--- config.mk ---
export PLATFORM = sky130hd
export DESIGN_NAME = rxring_dma_ctl
export DESIGN_NICKNAME = d
export VERILOG_FILES = /design/src/rtl/rxring_pkg.sv /design/src/rtl/rxring_ptr.sv /design/src/rtl/rxring_level.sv /design/src/rtl/rxring_ctl.sv /design/src/rtl/rxring_dma_ctl.sv
export SDC_FILE = /design/constraint.sdc
export NUM_CORES = 1
export LEC_CHECK = 0
export CAP_MARGIN = 0
export CORE_ASPECT_RATIO = 0.75
export CORE_MARGIN = 10
export CORE_UTILIZATION = 40
export CTS_CLUSTER_SIZE = 24
export DETAILED_ROUTE_END_ITERATION = 7
export GPL_ROUTABILITY_DRIVEN = 0
export HOLD_SLACK_MARGIN = 0.05
export PLACE_DENSITY = 0.65
export SKIP_LAST_GASP = 1
export SLEW_MARGIN = 20
export SYNTH_ARGS = -nofsm -noshare
export SYNTH_HDL_FRONTEND = slang
export SYNTH_SLANG_ARGS = --single-unit
--- constraint.sdc ---
create_clock -name clk -period 10 [get_ports clk]
set_input_delay 2 -clock clk [delete_from_list [all_inputs] [get_ports clk]]
set_output_delay 2 -clock clk [all_outputs]
set_load 0.01 [all_outputs]
--- src/rtl/rxring_pkg.sv ---
package rxring_pkg;
   typedef enum logic [3:0] {
      RA_RUN  = 4'd0,
      RA_CMD  = 4'd1,
      RA_BASE = 4'd2,
      RA_LEN  = 4'd3,
      RA_WPTR = 4'd4,
      RA_RPTR = 4'd5,
      RA_THR  = 4'd6,
      RA_FLAG = 4'd7,
      RA_IEN  = 4'd8
   } reg_addr_e;

   localparam int CMD_STOP  = 0;
   localparam int CMD_FLUSH = 1;
   localparam int CMD_WARM  = 2;
   localparam int FLG_THR   = 0;
   localparam int FLG_DONE  = 1;
endpackage

--- src/rtl/rxring_ptr.sv ---
module rxring_ptr #(
   parameter int AW = 8
) (
   input  logic          clk,
   input  logic          rst_n,
   input  logic          adv,
   input  logic          ld,
   input  logic [AW-1:0] ld_off,
   input  logic          ld_wrap,
   input  logic [AW:0]   len,
   output logic [AW-1:0] off,
   output logic          wrap
);
   logic at_end;
   assign at_end = ({1'b0, off} + (AW+1)'(1)) >= len;

   always_ff @(posedge clk or negedge rst_n) begin
      if (!rst_n) begin
         off  <= '0;
         wrap <= 1'b0;
      end else if (ld) begin
         off  <= ld_off;
         wrap <= ld_wrap;
      end else if (adv) begin
         if (at_end) begin
            off  <= '0;
            wrap <= ~wrap;
         end else begin
            off <= off + AW'(1);
         end
      end
   end
endmodule

--- src/rtl/rxring_level.sv ---
module rxring_level #(
   parameter int AW = 8
) (
   input  logic [AW-1:0] w_off,
   input  logic          w_wrap,
   input  logic [AW-1:0] r_off,
   input  logic          r_wrap,
   input  logic [AW:0]   len,
   input  logic [AW:0]   thr,
   output logic [AW:0]   cnt,
   output logic          full,
   output logic          pending,
   output logic          thr_hit
);
   logic same_lap;
   assign same_lap = (w_wrap == r_wrap);

   always_comb begin
      if (same_lap) cnt = {1'b0, w_off} - {1'b0, r_off};
      else          cnt = {1'b0, w_off} + len - {1'b0, r_off};
   end

   assign full    = (w_off == r_off) && !same_lap;
   assign pending = (cnt != '0) || (w_off != r_off) || !same_lap;
   assign thr_hit = (cnt != '0) && (cnt >= thr);
endmodule

--- src/rtl/rxring_ctl.sv ---
module rxring_ctl
   import rxring_pkg::*;
#(
   parameter bit IRQ_REG = 1'b1
) (
   input  logic       clk,
   input  logic       rst_n,
   input  logic       we,
   input  logic [3:0] addr,
   input  logic [2:0] wd,
   input  logic       in_valid,
   input  logic       in_last,
   input  logic       full,
   input  logic       thr_hit,
   output logic       in_ready,
   output logic       acc,
   output logic       en,
   output logic       stop_pend,
   output logic       flush_pend,
   output logic       flag_thr,
   output logic       flag_done,
   output logic       irq
);
   logic wr_run, wr_cmd, wr_flag, wr_ien;
   logic in_burst, stop_done, flush_done, warm, stop_req, run_off;
   logic [1:0] ien;
   logic irq_c;

   assign wr_run  = we && (addr == RA_RUN);
   assign wr_cmd  = we && (addr == RA_CMD);
   assign wr_flag = we && (addr == RA_FLAG);
   assign wr_ien  = we && (addr == RA_IEN);

   assign warm     = wr_cmd && wd[CMD_WARM];
   assign stop_req = wr_cmd && wd[CMD_STOP] && en;
   assign run_off  = wr_run && !wd[0];

   assign stop_done  = stop_pend && !in_burst;
   assign flush_done = flush_pend && !in_burst;
   assign in_ready   = en && !full && !stop_done;
   assign acc        = in_valid && in_ready;

   always_ff @(posedge clk or negedge rst_n) begin
      if (!rst_n) begin
         en         <= 1'b0;
         stop_pend  <= 1'b0;
         flush_pend <= 1'b0;
         in_burst   <= 1'b0;
      end else if (warm) begin
         en         <= 1'b0;
         stop_pend  <= 1'b0;
         flush_pend <= 1'b0;
         in_burst   <= 1'b0;
      end else begin
         if (wr_run)         en <= wd[0];
         else if (stop_done) en <= 1'b0;

         if (run_off)        stop_pend <= 1'b0;
         else if (stop_req)  stop_pend <= 1'b1;
         else if (stop_done) stop_pend <= 1'b0;

         if (stop_req)                                     flush_pend <= 1'b0;
         else if (wr_cmd && wd[CMD_FLUSH] && !stop_pend)   flush_pend <= 1'b1;
         else if (flush_done)                              flush_pend <= 1'b0;

         if (run_off)  in_burst <= 1'b0;
         else if (acc) in_burst <= !in_last;
      end
   end

   always_ff @(posedge clk or negedge rst_n) begin
      if (!rst_n) begin
         flag_thr  <= 1'b0;
         flag_done <= 1'b0;
         ien       <= 2'b00;
      end else begin
         flag_thr  <= thr_hit || (flag_thr && !(wr_flag && wd[FLG_THR]));
         flag_done <= (stop_done || flush_done) ||
                      (flag_done && !(wr_flag && wd[FLG_DONE]));
         if (wr_ien) ien <= wd[1:0];
      end
   end

   assign irq_c = (flag_thr && ien[FLG_THR]) || (flag_done && ien[FLG_DONE]);

   generate
      if (IRQ_REG) begin : g_irq_flop
         always_ff @(posedge clk or negedge rst_n) begin
            if (!rst_n) irq <= 1'b0;
            else        irq <= irq_c;
         end
      end else begin : g_irq_comb
         assign irq = irq_c;
      end
   endgenerate
endmodule

--- src/rtl/rxring_dma_ctl.sv ---
module rxring_dma_ctl
   import rxring_pkg::*;
#(
   parameter int AW      = 8,
   parameter int DW      = 32,
   parameter int ADDR_W  = 32,
   parameter bit IRQ_REG = 1'b1
) (
   input  logic              clk,
   input  logic              rst_n,
   input  logic              reg_we,
   input  logic [3:0]        reg_addr,
   input  logic [DW-1:0]     reg_wdata,
   input  logic              in_valid,
   input  logic              in_last,
   output logic              in_ready,
   output logic [ADDR_W-1:0] mem_addr,
   output logic [DW-1:0]     wr_ptr,
   output logic [DW-1:0]     rd_ptr,
   output logic [AW:0]       valid_cnt,
   output logic              data_pending,
   output logic              run_en,
   output logic              stop_busy,
   output logic              flush_busy,
   output logic              flag_thr,
   output logic              flag_done,
   output logic              irq
);
   localparam int          WRAP_BIT = DW - 1;
   localparam int          PAD_W    = DW - 1 - AW;
   localparam logic [AW:0] LEN_MAX  = (AW+1)'(1) << AW;

   generate
      if (AW < 2 || PAD_W < 1 || ADDR_W < AW || DW < ADDR_W) begin : g_bad_cfg
         $error("rxring_dma_ctl: parameter set out of range");
      end
   endgenerate

   logic [ADDR_W-1:0] base_q;
   logic [AW:0]       len_q, thr_q;
   logic              len_ok, wptr_ld, rptr_ld, acc, full, thr_hit;
   logic [AW-1:0]     w_off, r_off;
   logic              w_wrap, r_wrap;

   assign len_ok  = (reg_wdata != '0) && (reg_wdata <= DW'(LEN_MAX));
   assign wptr_ld = reg_we && (reg_addr == RA_WPTR);
   assign rptr_ld = reg_we && (reg_addr == RA_RPTR);

   always_ff @(posedge clk or negedge rst_n) begin
      if (!rst_n) begin
         base_q <= '0;
         len_q  <= LEN_MAX;
         thr_q  <= (AW+1)'(1);
      end else if (reg_we) begin
         if (reg_addr == RA_BASE)           base_q <= reg_wdata[ADDR_W-1:0];
         if (reg_addr == RA_LEN && len_ok)  len_q  <= reg_wdata[AW:0];
         if (reg_addr == RA_THR)            thr_q  <= reg_wdata[AW:0];
      end
   end

   rxring_ptr #(.AW(AW)) i_wptr (
      .clk(clk), .rst_n(rst_n), .adv(acc), .ld(wptr_ld),
      .ld_off(reg_wdata[AW-1:0]), .ld_wrap(reg_wdata[WRAP_BIT]),
      .len(len_q), .off(w_off), .wrap(w_wrap)
   );

   rxring_ptr #(.AW(AW)) i_rptr (
      .clk(clk), .rst_n(rst_n), .adv(1'b0), .ld(rptr_ld),
      .ld_off(reg_wdata[AW-1:0]), .ld_wrap(reg_wdata[WRAP_BIT]),
      .len(len_q), .off(r_off), .wrap(r_wrap)
   );

   rxring_level #(.AW(AW)) i_level (
      .w_off(w_off), .w_wrap(w_wrap), .r_off(r_off), .r_wrap(r_wrap),
      .len(len_q), .thr(thr_q), .cnt(valid_cnt), .full(full),
      .pending(data_pending), .thr_hit(thr_hit)
   );

   rxring_ctl #(.IRQ_REG(IRQ_REG)) i_ctl (
      .clk(clk), .rst_n(rst_n), .we(reg_we), .addr(reg_addr),
      .wd(reg_wdata[2:0]), .in_valid(in_valid), .in_last(in_last),
      .full(full), .thr_hit(thr_hit), .in_ready(in_ready), .acc(acc),
      .en(run_en), .stop_pend(stop_busy), .flush_pend(flush_busy),
      .flag_thr(flag_thr), .flag_done(flag_done), .irq(irq)
   );

   assign mem_addr = base_q + ADDR_W'(w_off);
   assign wr_ptr   = {w_wrap, {PAD_W{1'b0}}, w_off};
   assign rd_ptr   = {r_wrap, {PAD_W{1'b0}}, r_off};
endmodule

## After elaboration in Yosys (flattened, before gate mapping)

Index checks and enable logic that the tools add are counted.
W data, S select, Z words.

- Add/sub/neg operators: 6
- $lt $le $gt $ge: 3
- Equal/unequal tests: 11
- Multiplexer cells: 20
- Bitwise gates (word level): 1
- Reductions and logical operators: 55

Operators by type and width:

| cell | count |
|---|---|
| $add A32 B8 Y32 | 1 |
| $le A32 B9 Y1 const B | 1 |
| $reduce_bool A32 Y1 | 1 |
| $logic_and A1 B1 Y1 | 27 |
| $mux W8 | 3 |
| $ge A9 B9 Y1 | 2 |
| $eq A4 B3 Y1 const B | 4 |
| $mux W1 | 16 |
| $add A8 B1 Y9 const B | 1 |
| $add A8 B9 Y9 | 1 |
| $logic_not A1 Y1 | 9 |
| $mux W9 | 1 |
| $reduce_bool A9 Y1 | 1 |
| $sub A8 B8 Y9 | 1 |
| $sub A9 B8 Y9 | 1 |
| $add A8 B1 Y8 const B | 1 |
| $eq A4 B2 Y1 const B | 2 |
| $eq A8 B8 Y1 | 1 |
| $ne A8 B8 Y1 | 1 |
| $reduce_and A2 Y1 | 4 |
| $reduce_bool A4 Y1 | 2 |
| $logic_or A1 B1 Y1 | 6 |
| $reduce_bool A3 Y1 | 2 |
| $eq A4 B1 Y1 const B | 1 |
| other kinds (5) | 6 |

- Register bits: 77
- Output and inout port bits: 113
- Word-level logic and storage cells: 111

## Longest topological paths before layout

Gate-level depths: netlist of the first run.

- Depth after elaboration: 10
- Mapped depth: 16
- Mapped depth without buffers: 16

## By module

Synthesis of the first run repeated with hierarchy kept, for this count alone.

- Cell total of the unflattened synthesis: 719
- Area total of the unflattened synthesis: 6737.7 µm²

By module, submodules not included:

| module | times used | cells an instance | area an instance (µm²) |
|---|---|---|---|
| rxring_dma_ctl | 1 | 288 | 3235.6 |
| rxring_ptr | 2 | 95 | 817.0 |
| rxring_level | 1 | 200 | 1423.9 |
| rxring_ctl | 1 | 41 | 444.2 |

## Worst setup path after synthesis of the first run

No wires, ideal clock.

- Kind: reg2out
- From: register i_wptr.off[1]
- To: output port data_pending
- Arrival: 2862 ps
- Required time: 8000 ps
- Path slack: 5138 ps
- Stages on the path, launching flop included: 11
- Path buffers: 0
- Cell sequence: dfrtp_1 -> inv_1 -> fa_1 -> fa_1 -> nor2b_1 -> o22ai_1 -> xnor2_1 -> mux2_2 -> or3_1 -> nor2_1 -> nand4b_1

- Longest elaborated chain between the ends: 6
- Elaborated cells between the ends (all ways): 8
- Classes of those cells: add/sub: 3; eq/ne: 1; mux: 1; reduce/logical: 3

RTL lines:

| element | RTL line | RTL |
|---|---|---|
| start: declaration | rxring_ptr.sv:11 | `output logic [AW-1:0] off,` |
| start signal: assignment | rxring_ptr.sv:22 | `off <= ld_off;` |
| start signal: assignment | rxring_ptr.sv:29 | `off <= off + AW'(1);` |
| $add A8 B9 Y9 | rxring_level.sv:20 | `else cnt = {1'b0, w_off} + len - {1'b0, r_off};` |
| $sub A9 B8 Y9 | rxring_level.sv:20 |  |
| $mux W9 * | rxring_level.sv:19 | `if (same_lap) cnt = {1'b0, w_off} - {1'b0, r_off};` |
| via valid_cnt[4] | rxring_dma_ctl.sv:20 | `output logic [AW:0] valid_cnt,` |
| $reduce_bool A9 Y1 * | rxring_level.sv:24 | `assign pending = (cnt != '0) \|\| (w_off != r_off) \|\| !same_lap;` |
| $logic_or A1 B1 Y1 * (2 in a row) | rxring_level.sv:24 |  |
| end: declaration | rxring_dma_ctl.sv:21 | `output logic data_pending,` |

The timed path passes the listed nets; every way through them passes the cells marked *.

## Worst setup path after layout of the first run

- From: register i_wptr.off[1]
- To: output port data_pending

- Longest elaborated chain between the ends: 6
- Elaborated cells between the ends (all ways): 8
- Classes of those cells: add/sub: 3; eq/ne: 1; mux: 1; reduce/logical: 3

RTL lines:

| element | RTL line |
|---|---|
| $add A8 B9 Y9 | rxring_level.sv:20 |
| $sub A9 B8 Y9 | rxring_level.sv:20 |
| $mux W9 | rxring_level.sv:19 |
| $reduce_bool A9 Y1 | rxring_level.sv:24 |
| $logic_or A1 B1 Y1 * (2 in a row) | rxring_level.sv:24 |

Every way passes the cells marked *; elsewhere a longest branch is shown, timed or not.

==> results of run 1 <==
-- layout by cell type (no fill, tap or decap), drive strengths merged, types with 8 or more instances in the layout --
cell,synthesis,final
clkdlybuf4s50,0,106
dfrtp,75,75
inv,60,60
conb,1,46
nand2,45,45
ha,43,43
mux2,41,41
xnor2,38,38
o21ai,37,37
a21oi,26,26
nor2,26,26
a21o,15,15
xor2,13,13
nand3,13,13
fa,10,10
clkbuf,7,10
and3,9,9
nor3,9,9
nand4,8,8
-- through the flow --
stage	setup WS, ps	std cells	power [mW]	hold WS (ps)
floorplan	5138	662	1.362	457.3
finish	4210	925	2.295	498.3
global placement	4669	909	1.910	467.6
global route	4004	925	2.482	525.6
detailed placement	4573	909	1.936	486.0
CTS	4207	924	2.301	499.4
-- kinds of logic (layout without fill, tap and decap cells) --
| group | after synthesis | after routing |
|---|---|---|
| compound gates | 115 | 115 |
| buf+inv | 122 | 185 |
| xor+xnor | 51 | 51 |
| mux | 43 | 43 |
| simple gates | 155 | 155 |
| flops | 77 | 77 |
| other cells | 1 | 46 |
| fa+ha+maj | 53 | 53 |
-- power by group --
group | switching, mW | total, mW | internal, mW
logic | 0.751 | 1.47 | 0.715
registers | 0.0939 | 0.481 | 0.387
clock network | 0.126 | 0.348 | 0.223
total | 0.971 | 2.30 | 1.32
-- cell type report --
class | instances | area [um2] | area share (%)
multi-input combinational | 463 | 3537 | 48.01
sequential | 77 | 1929 | 26.19
timing repair buffer | 110 | 1111 | 15.08
tap | 200 | 250.2 | 3.397
clock buffer | 10 | 239.0 | 3.244
inverter | 60 | 225.2 | 3.057
clock inverter | 5 | 75.07 | 1.019
-- flip-flops by register name, indices dropped and copies added, names as in the netlist --
signal / cells
base_q: 32
i_ctl.en: 1
i_ctl.flag_done: 1
i_ctl.flag_thr: 1
i_ctl.flush_pend: 1
i_ctl.ien: 2
i_ctl.in_burst: 1
i_ctl.irq: 1
i_ctl.stop_pend: 1
i_rptr.off: 8
i_rptr.wrap: 1
i_wptr.off: 8
i_wptr.wrap: 1
len_q: 9
thr_q: 9
-- synth_stat cells (all sizes together) (5+ instances only) --
cell type and count:
nand2 45, nand3 13, and3 9, nor3 9, clkbuf 7, mux2 41
a21o 15, inv 60, a21oi 26, xor2 13, and2 6, o21a 5
nand4 8, fa 10, ha 43, a221o 7, o21ai 37, nor4b 6
buf 55, nor2 26, xnor2 38, nor4 6, dfrtp 75, nand2b 5
-- per-layer routing --
metal  up-vias  track usage [%]  part of all wire (%)  wire length (um)
met3        20            4.069                   6.6              1121
li1       2257                -                     -                 -
met5         -                0                     0                 0
met1      2315            21.66                    46              7780
met2       166            26.55                    46              7851
met4         0            4.698                   1.7               296
-- path summary, 6_finish.rpt --
| kind | startpoint | to | slack [ps] | cells past startpoint |
|---|---|---|---|---|
| hold reg to reg | i_ctl.ien[1] | i_ctl.irq | 500 | 1 |
| max in group asynchronous | rst_n | len_q[8] | 7810 | 2 |
| setup / recovery | i_wptr.off[1] | data_pending | 4210 | 11 |
| setup reg to reg | i_wptr.off[4] | i_ctl.flag_thr | 6350 | 14 |
| min in group asynchronous | rst_n | base_q[27] | 1570 | 1 |
| hold / removal | i_ctl.ien[1] | i_ctl.irq | 500 | 1 |
==> key figures, run 1 <==
CTS
  – CTS resizes: 0
  – H-tree depth: 3
  – Clock Path Buffers: 2
  – Hold buffer count at CTS: 0
  – Clk root buf: clkbuf_16
  – TritonCTS clock tree: yes
  – Worst-Skew Late Latency: about 330 ps
  – CTS clk-pin slew, worst paths: approximately 60 ps
  – # Post-CTS Setup Buffers: 0
  – CTS buffer count: 9
  – CTS Sinks: 77

Min path
  – Hold crit path type: reg -> reg

STA
  – Final period util: a little under 60%
  – Slew @ Worst Pin: 1102 ps
  – Relative slew slack: a little over a quarter
  – Max Clock Skew: between 4 and 5 ps
  – Post-route setup TNS: 0 ps
  – RSZ-0062 raised after global routing: false
  – Crit path time final: between 5000 and 6000 ps
  – Final Setup Violations: 0
  – Count of pins over their slew limit: 0
  – F_max: between 150 and 200 MHz
  – Final Hold Viols: 0

Worst setup path
  – Critical Path, Cell by Cell: inv_1 > fa_1 > fa_1 > nor2b_1 > o22ai_1 > xnor2_1 > mux2_2 > or3_1 > nor2_1 > nand4b_1 > clkdlybuf4s50_1
  – Worst EP required: approximately 8000 ps
  – CP peak stage delay: 540 ps
  – WP data arrival: roughly 3800 ps
  – Crit path max fanout: 7
  – Most frequent CP cell: fa_1
  – CP top delay family: adder cells
  – CP max-delay cell: fa_1
  – Worst setup SP type: flip-flop
  – Crit. End Element: output pin
  – WS Path Type: reg -> out
  – WP buf/inv: 2

Logic synthesis
  – Synth Area in Simple Gates: between 15 and 20%
  – Post-synthesis async set-or-reset flop share: 100.0%
  – Synth Area in Compound Gates: between 10% and 20%
  – Unique masters post-synth: between 70 and 80
  – FF+latch count, synth: between 70 and 80
  – Register area share after synthesis: around 32%
  – Post-synth top area share: about a third
  – Mapped cell area: around 6000 um2
  – Yosys Warn Count: 0
  – Area contributors post-synth: dfrtp_1, ha_1, mux2_2
  – Average size of a mapped cell: 9.649 um2
  – Combinational family with the most area after synthesis: simple AND/OR/NAND/NOR gates
  – Mux share of post-synthesis cell area: between 8 and 9%
  – Adder-cell area share of the yosys netlist: between 10% and 20%
  – Mapped Cells: slightly above 600
  – Synth Flop Type: dfrtp_1
  – Cell taking the most area after synthesis: dfrtp_1
  – EDFF count, synth: 0
  – Synth Area in XOR/XNOR: under 10%

GRT
  – Gr ovfl total: 0
  – Initial antenna violation count: 0
  – First-pass GRT wire length: about 27 mm
  – Number of global-route vias before repair: ~4.9k
  – Total track usage: 16.53%
  – Largest net degree at the start of global routing: about 80

Floorplanning
  – Chip height: about 130 um
  – # rows: 38
  – Core Box Area: 14500 um2
  – Initial core utilization: 41.05%
  – I/O pin count: 154
  – Die width: 160.9 um
  – DIE AREA: 20210 um2

Place
  – Placed cell area: around 7000 um2
  – Port bufs: around 110
  – DP HPWL: between 10 and 15 mm

Final layout
  – Utilization after layout: 50.80%
  – Share of layout cells above drive strength 1: 12.28%
  – Fillers: between 1k and 1.5k
  – Post-layout instance area: roughly 7400 um2
  – Nets: ~820
  – Diodes inserted: 0
  – Synth-to-Final Area Change: 23.75%

Run status
  – Outcome: finished, final reports clean

Detailed routing
  – Iteration count of the initial detailed-routing pass: 5
  – Post-Route WL: roughly 17 mm
  – ANT nets after route: 0
  – DRT iter0 DRCs: about 310
  – Drt wl/cell: about 18 um
  – Residual DRC count: 0
  – DR vias/cell: roughly 5.1
  – Vias: around 4.8k

Run
  – Max_cap viols: 0

Power
  – Power Dens Cells: just over 300 nW/um2
  – VDD IR-drop max: 0.1784 mV
  – Leak: ~3.3 nW
No activity file was read; power rests on OpenSTA's default activity.
==> inputs of run 2 (changes only) <==
==> constraint.sdc (replaced) <==
create_clock -name clk -period 6 [get_ports clk]
set_input_delay 1.2 -clock clk [delete_from_list [all_inputs] [get_ports clk]]
set_output_delay 1.2 -clock clk [all_outputs]
set_load 0.01 [all_outputs]
==> run 2 against run 1 <==
  * Non-clock buffer count is the same
  * Global-route usage shrank 0.20 points
  * Clock-buffer cell count grew 3
  * Sequential power grew 67%
  * First-iteration DRC count shrank 0.97%
  * Critical path depth is the same
  * Critical path type unchanged
  * Core utilization is essentially flat
  * Total power grew 66%
  * Flip-flop and latch count is the same
  * Routed wire length shrank 1.1%
  * Clock skew grew 0.75 ps
  * Design area is essentially flat
==> key figures, run 2 (same netlist as run 1, synthesis figures left out) <==
STA
  – Count of pins over their slew limit: 0 (unchanged)
  – F_max: ~200 MHz
  – Slew @ Worst Pin: 1068 ps (-34.02 ps)
  – Final Setup Violations: 0 (unchanged)
  – Post-route setup slack: 1023 ps (-3187 ps)
  – Final period util: between 80% and 90%
  – Relative slew slack: 28.56% (+2.3 points)
  – Final Hold Viols: 0 (unchanged)
  – RSZ-0062 raised after global routing: false
  – Crit path time final: 4977 ps
  – Max Clock Skew: 5.622 ps (+0.7518 ps)
  – Post-route setup TNS: 0 ps (unchanged)

Floorplanning
  – I/O pin count: 154 (unchanged)
  – Chip height: 125.7 um (unchanged)
  – Die width: 160.9 um (unchanged)
  – # rows: 38 (unchanged)
  – Core Box Area: 14500 um2 (unchanged)
  – DIE AREA: 20210 um2 (unchanged)
  – Initial core utilization: 41.05% (unchanged)

CTS
  – # Post-CTS Setup Buffers: 0 (unchanged)
  – H-tree depth: 3 (unchanged)
  – Worst-Skew Late Latency: 330 ps (about the same)
  – Hold buffer count at CTS: 0 (unchanged)
  – CTS clk-pin slew, worst paths: 60 ps (about the same)
  – Clk root buf: clkbuf_16
  – CTS Sinks: 77 (unchanged)
  – CTS resizes: 0 (unchanged)
  – CTS buffer count: 9 (unchanged)
  – Clock Path Buffers: 2 (unchanged)
  – TritonCTS clock tree: yes

Final layout
  – Commonest non-fill, non-tap cell in the layout: clkdlybuf4s50_1
  – Register area: 1929 um2 (unchanged)
  – Nets: 815 (unchanged)
  – Fillers: 1324 (-1.4%)
  – Synth-to-Final Area Change: 23.73% (about the same)
  – Post-layout instance area: 7366 um2 (about the same)
  – Area of the multi-input gates: 3537 um2 (unchanged)
  – Most frequent cells in the layout: clkdlybuf4s50_1, dfrtp_1, inv_1, conb_1, nand2_1
  – Diodes inserted: 0 (unchanged)
  – Largest Register: base_q
  – Largest regs: base_q (32), len_q (9), thr_q (9)
  – Max reg flops: 32 (unchanged)
  – Share of layout cells above drive strength 1: 12.26% (-0.017 points)

Run status
  – Outcome: finished, final reports clean

GRT
  – Largest net degree at the start of global routing: 78 (unchanged)
  – Total track usage: 16.33% (-0.20 points)
  – Number of global-route vias before repair: 4838 (-1.4%)
  – Gr ovfl total: 0 (unchanged)
  – Initial antenna violation count: 0 (unchanged)
  – First-pass GRT wire length: 26.74 mm (-1.4%)

Worst setup path
  – Crit path max fanout: 7 (unchanged)
  – WS Path Type: reg -> out
  – Worst EP required: 4800 ps (-3200 ps)
  – Crit. End Element: output pin
  – WP data arrival: 3780 ps (about the same)
  – Worst setup SP type: flip-flop

Place
  – DP HPWL: 13.60 mm (-0.52%)
  – Port bufs: 107 (unchanged)
  – Pre-CTS WS: 1361 ps (-3212 ps)
  – Placed cell area: 7017 um2 (unchanged)

Detailed routing
  – Post-Route WL: 16.86 mm (-1.1%)
  – Vias: 4728 (-0.63%)
  – Iteration count of the initial detailed-routing pass: 5 (unchanged)
  – DR vias/cell: 5.106 (-0.74%)
  – DRT iter0 DRCs: 306 (-0.97%)
  – Drt wl/cell: 18.20 um (-1.2%)
  – ANT nets after route: 0 (unchanged)
  – Residual DRC count: 0 (unchanged)

Run
  – Max_cap viols: 0 (unchanged)

Power
  – VDD IR-drop max: 0.2715 mV (+52%)
  – Total Power: 3.801 mW (+66%)
  – Leak: 3.281 nW (-0.19%)
  – Power Dens Cells: 516.1 nW/um2 (+66%)

Min path
  – Hold crit path type: reg -> reg
## run 2: cell count changes in the layout (fill, tap and decap cells not counted)
cell	change
bufinv_16	-1
clkinv_2	-2
clkinvlp_4	+1
clkbuf_8	+2
clkbuf_1	+1
## run 2: worst paths after layout
path	start	endpoint	slack, ps	cells past startpoint
setup / recovery	i_wptr.off[1]	data_pending	1020	11
hold reg to reg	i_ctl.ien[1]	i_ctl.irq	490	1
max in group asynchronous	rst_n	len_q[8]	4580	2
setup reg to reg	i_wptr.off[4]	i_ctl.flag_thr	2330	14
hold / removal	i_ctl.ien[1]	i_ctl.irq	490	1
min in group asynchronous	rst_n	base_q[27]	780	1
## run 2: worst max-delay path, stage by stage, from the launching register on
cell             delay (ps)
dfrtp_1                 480
inv_1                   170
fa_1                    550
fa_1                    460
nor2b_1                 170
o22ai_1                 120
xnor2_1                 130
mux2_2                  300
or3_1                   380
nor2_1                  100
nand4b_1                100
clkdlybuf4s50_1         500
## run 2: layout make-up
cell class / count / share of cell area [%]
clock buffer: 13 / 3.669
tap: 200 / 3.397
multi-input combinational: 463 / 48.02
inverter: 60 / 3.058
sequential: 77 / 26.19
timing repair buffer: 110 / 15.08
clock inverter: 3 / 0.5775
## run 2: routing by layer
metal	track usage [%]	vias up	wire (um)	share of wire [%]
li1	-	2264	-	-
met1	21.94	2282	7587	45
met2	25.78	167	7805	46
met3	3.939	15	1182	7.0
met4	4.325	0	280	1.7
met5	0	-	0	0
## run 2: per-stage QoR
stage,hold slack [ps],cells,utilization (%)
floorplan,457.3,662,-
CTS,491.2,925,50.54
global route,522.9,926,50.79
detailed placement,478.0,909,48.39
global placement,467.6,909,48.39
finish,489.0,926,50.79
## run 2: where the power goes
part	leakage, nW	switching (mW)	internal, mW
combinational	2.22	1.24	1.19
sequential	0.906	0.156	0.645
clock	0.152	0.215	0.356
total	3.28	1.61	2.19
==> inputs of run 3 (changes only) <==
==> constraint.sdc (replaced) <==
create_clock -name clk -period 4.9 [get_ports clk]
set_input_delay 0.98 -clock clk [delete_from_list [all_inputs] [get_ports clk]]
set_output_delay 0.98 -clock clk [all_outputs]
set_load 0.01 [all_outputs]
==> run 3 against run 2 <==
  * Clock power grew 20%
  * Flip-flop and latch count is the same
  * Routed wire length grew 3.6%
  * Critical path type unchanged
  * Largest power group unchanged
  * Global-route usage grew 0.73 points
  * Combinational power grew 23%
==> key figures, run 3 (same netlist as run 1, synthesis figures left out) <==
Final layout
  – Max reg flops: 32 (unchanged)
  – Largest Register: base_q
  – Commonest non-fill, non-tap cell in the layout: clkdlybuf4s50_1
  – Fillers: 1347 (+1.7%)
  – Utilization after layout: 50.64% (-0.16 points)
  – Synth-to-Final Area Change: 23.35%
  – Largest regs: base_q (32), len_q (9), thr_q (9)
  – Register area: 1932 um2 (+0.13%)
  – Area of the multi-input gates: 3537 um2 (unchanged)
  – Share of layout cells above drive strength 1: 12.26% (unchanged)
  – Most frequent cells in the layout: clkdlybuf4s50_1, dfrtp_1, inv_1, conb_1, nand2_1
  – Post-layout instance area: 7343 um2 (-0.31%)
  – Nets: 816 (+0.12%)
  – Layout Cells excl Fill: 927 (+0.11%)

Worst setup path
  – Worst setup SP type: flip-flop
  – WS Path Type: reg -> out
  – Crit. End Element: output pin
  – WP data arrival: 3750 ps (-30 ps)
  – Worst EP required: 3920 ps (-880 ps)
  – Crit path max fanout: 7 (unchanged)

Run status
  – Outcome: finished, final reports clean

GRT
  – First-pass GRT wire length: 27.73 mm (+3.7%)
  – Met1 Track Usage GR: 21.89% (-0.049 points)
  – Total track usage: 17.06% (+0.73 points)
  – Largest net degree at the start of global routing: 78 (unchanged)
  – Initial antenna violation count: 0 (unchanged)
  – Number of global-route vias before repair: 5025 (+3.9%)
  – GR Util met3: 5.046% (+1.1 points)
  – GR peak layer: met2
  – Met2 usage: 27.62% (+1.8 points)
  – Gr ovfl total: 0 (unchanged)

Floorplanning
  – Initial core utilization: 41.05% (unchanged)
  – Die width: 160.9 um (unchanged)
  – DIE AREA: 20210 um2 (unchanged)
  – I/O pin count: 154 (unchanged)
  – Chip height: 125.7 um (unchanged)
  – # rows: 38 (unchanged)
  – Core Box Area: 14500 um2 (unchanged)

Place
  – Port bufs: 107 (unchanged)
  – Placed cell area: 7032 um2 (+0.21%)
  – DP HPWL: 13.98 mm (+2.8%)
  – DP Cell Count: 911 (+0.22%)

STA
  – F_max: roughly 210 MHz
  – Slew @ Worst Pin: 965.3 ps (-102.7 ps)
  – Hold_ws: 512.1 ps (+23.08 ps)
  – Max Clock Skew: 5.838 ps (+0.2156 ps)
  – Final Setup Violations: 0 (unchanged)
  – Count of pins over their slew limit: 0 (unchanged)
  – Post-route setup TNS: 0 ps (unchanged)
  – Crit path time final: 4730 ps
  – Final Hold Viols: 0 (unchanged)
  – Relative slew slack: 35.55% (+7.0 points)
  – Final period util: 96.54%
  – RSZ-0062 raised after global routing: false

Detailed routing
  – Drt wl/cell: 18.85 um (+3.5%)
  – Residual DRC count: 0 (unchanged)
  – Iteration count of the initial detailed-routing pass: 4 (-1)
  – Post-Route WL: 17.47 mm (+3.6%)
  – DR vias/cell: 5.127 (+0.42%)
  – ANT nets after route: 0 (unchanged)
  – DRT iter0 DRCs: 256 (-16%)
  – Vias: 4753 (+0.53%)

CTS
  – TritonCTS clock tree: yes
  – Clock Path Buffers: 2 (unchanged)
  – CTS buffer count: 9 (unchanged)
  – Clk root buf: clkbuf_16
  – H-tree depth: 3 (unchanged)
  – CTS Sinks: 77 (unchanged)
  – CTS clk-pin slew, worst paths: 60 ps (about the same)
  – Worst-Skew Late Latency: 350 ps (+20 ps)

Power
  – Leak: 3.269 nW (-0.39%)
  – Power Dens Cells: 635.8 nW/um2 (+23%)
  – VDD IR-drop max: 0.3578 mV (+32%)

Min path
  – Hold crit path type: reg -> reg

Run
  – Max_cap viols: 0 (unchanged)
## run 3: stage by stage
stage,worst slack [ps],power (mW)
final,169.7,4.669
after detailed placement,475.1,3.980
after floorplan,1058,2.780
after global placement,584.9,3.907
after global routing,17.33,5.031
after CTS,77.61,4.693
## run 3: repair_timing
action | in CTS | in global routing
setup buffers | 0 | 0
gates resized for setup | 0 | 2
setup endpoints to repair | 0 | 1
hold buffers | 0 | 0
## run 3: worst max-delay path, stage by stage, from the launching register on
cell             delay [ps]
dfrtp_2                 450
inv_1                   130
fa_1                    550
fa_1                    450
nor2b_1                 210
o22ai_1                 130
xnor2_1                 130
mux2_2                  290
or3_1                   370
nor2_1                  100
nand4b_1                100
clkdlybuf4s50_1         500
## run 3: area by class of cell
class	instances	share of cell area [%]
Sequential cell	77	26.31
Timing Repair Buffer	111	15.01
Clock buffer	14	3.595
Tap cell	200	3.408
Antenna cell	1	0.03408
Multi-Input combinational cell	463	48.17
Clock inverter	1	0.4089
Inverter	60	3.067
## run 3: worst paths after layout
| check | from | end | slack [ps] | cells after the start |
|---|---|---|---|---|
| min in group asynchronous | rst_n | base_q[23] | 670 | 1 |
| min reg2reg | base_q[5] | base_q[5] | 510 | 1 |
| max reg2reg | i_wptr.off[2] | i_ctl.flag_thr | 1220 | 14 |
| max in group asynchronous | rst_n | i_wptr.off[1] | 3710 | 1 |
| max | i_wptr.off[1] | data_pending | 170 | 11 |
| min | base_q[5] | base_q[5] | 510 | 1 |
## run 3: report_power, final
group          leakage [nW]  internal (mW)  switching, mW
combinational          2.22           1.47           1.53
sequential            0.904          0.792          0.194
clock                 0.143          0.420          0.263
## run 3: routing by layer
metal  vias up  wire [um]
li1       2270          -
met1      2349       7922
met2       115       8330
met3        19        987
met4         0        229
met5         -          0
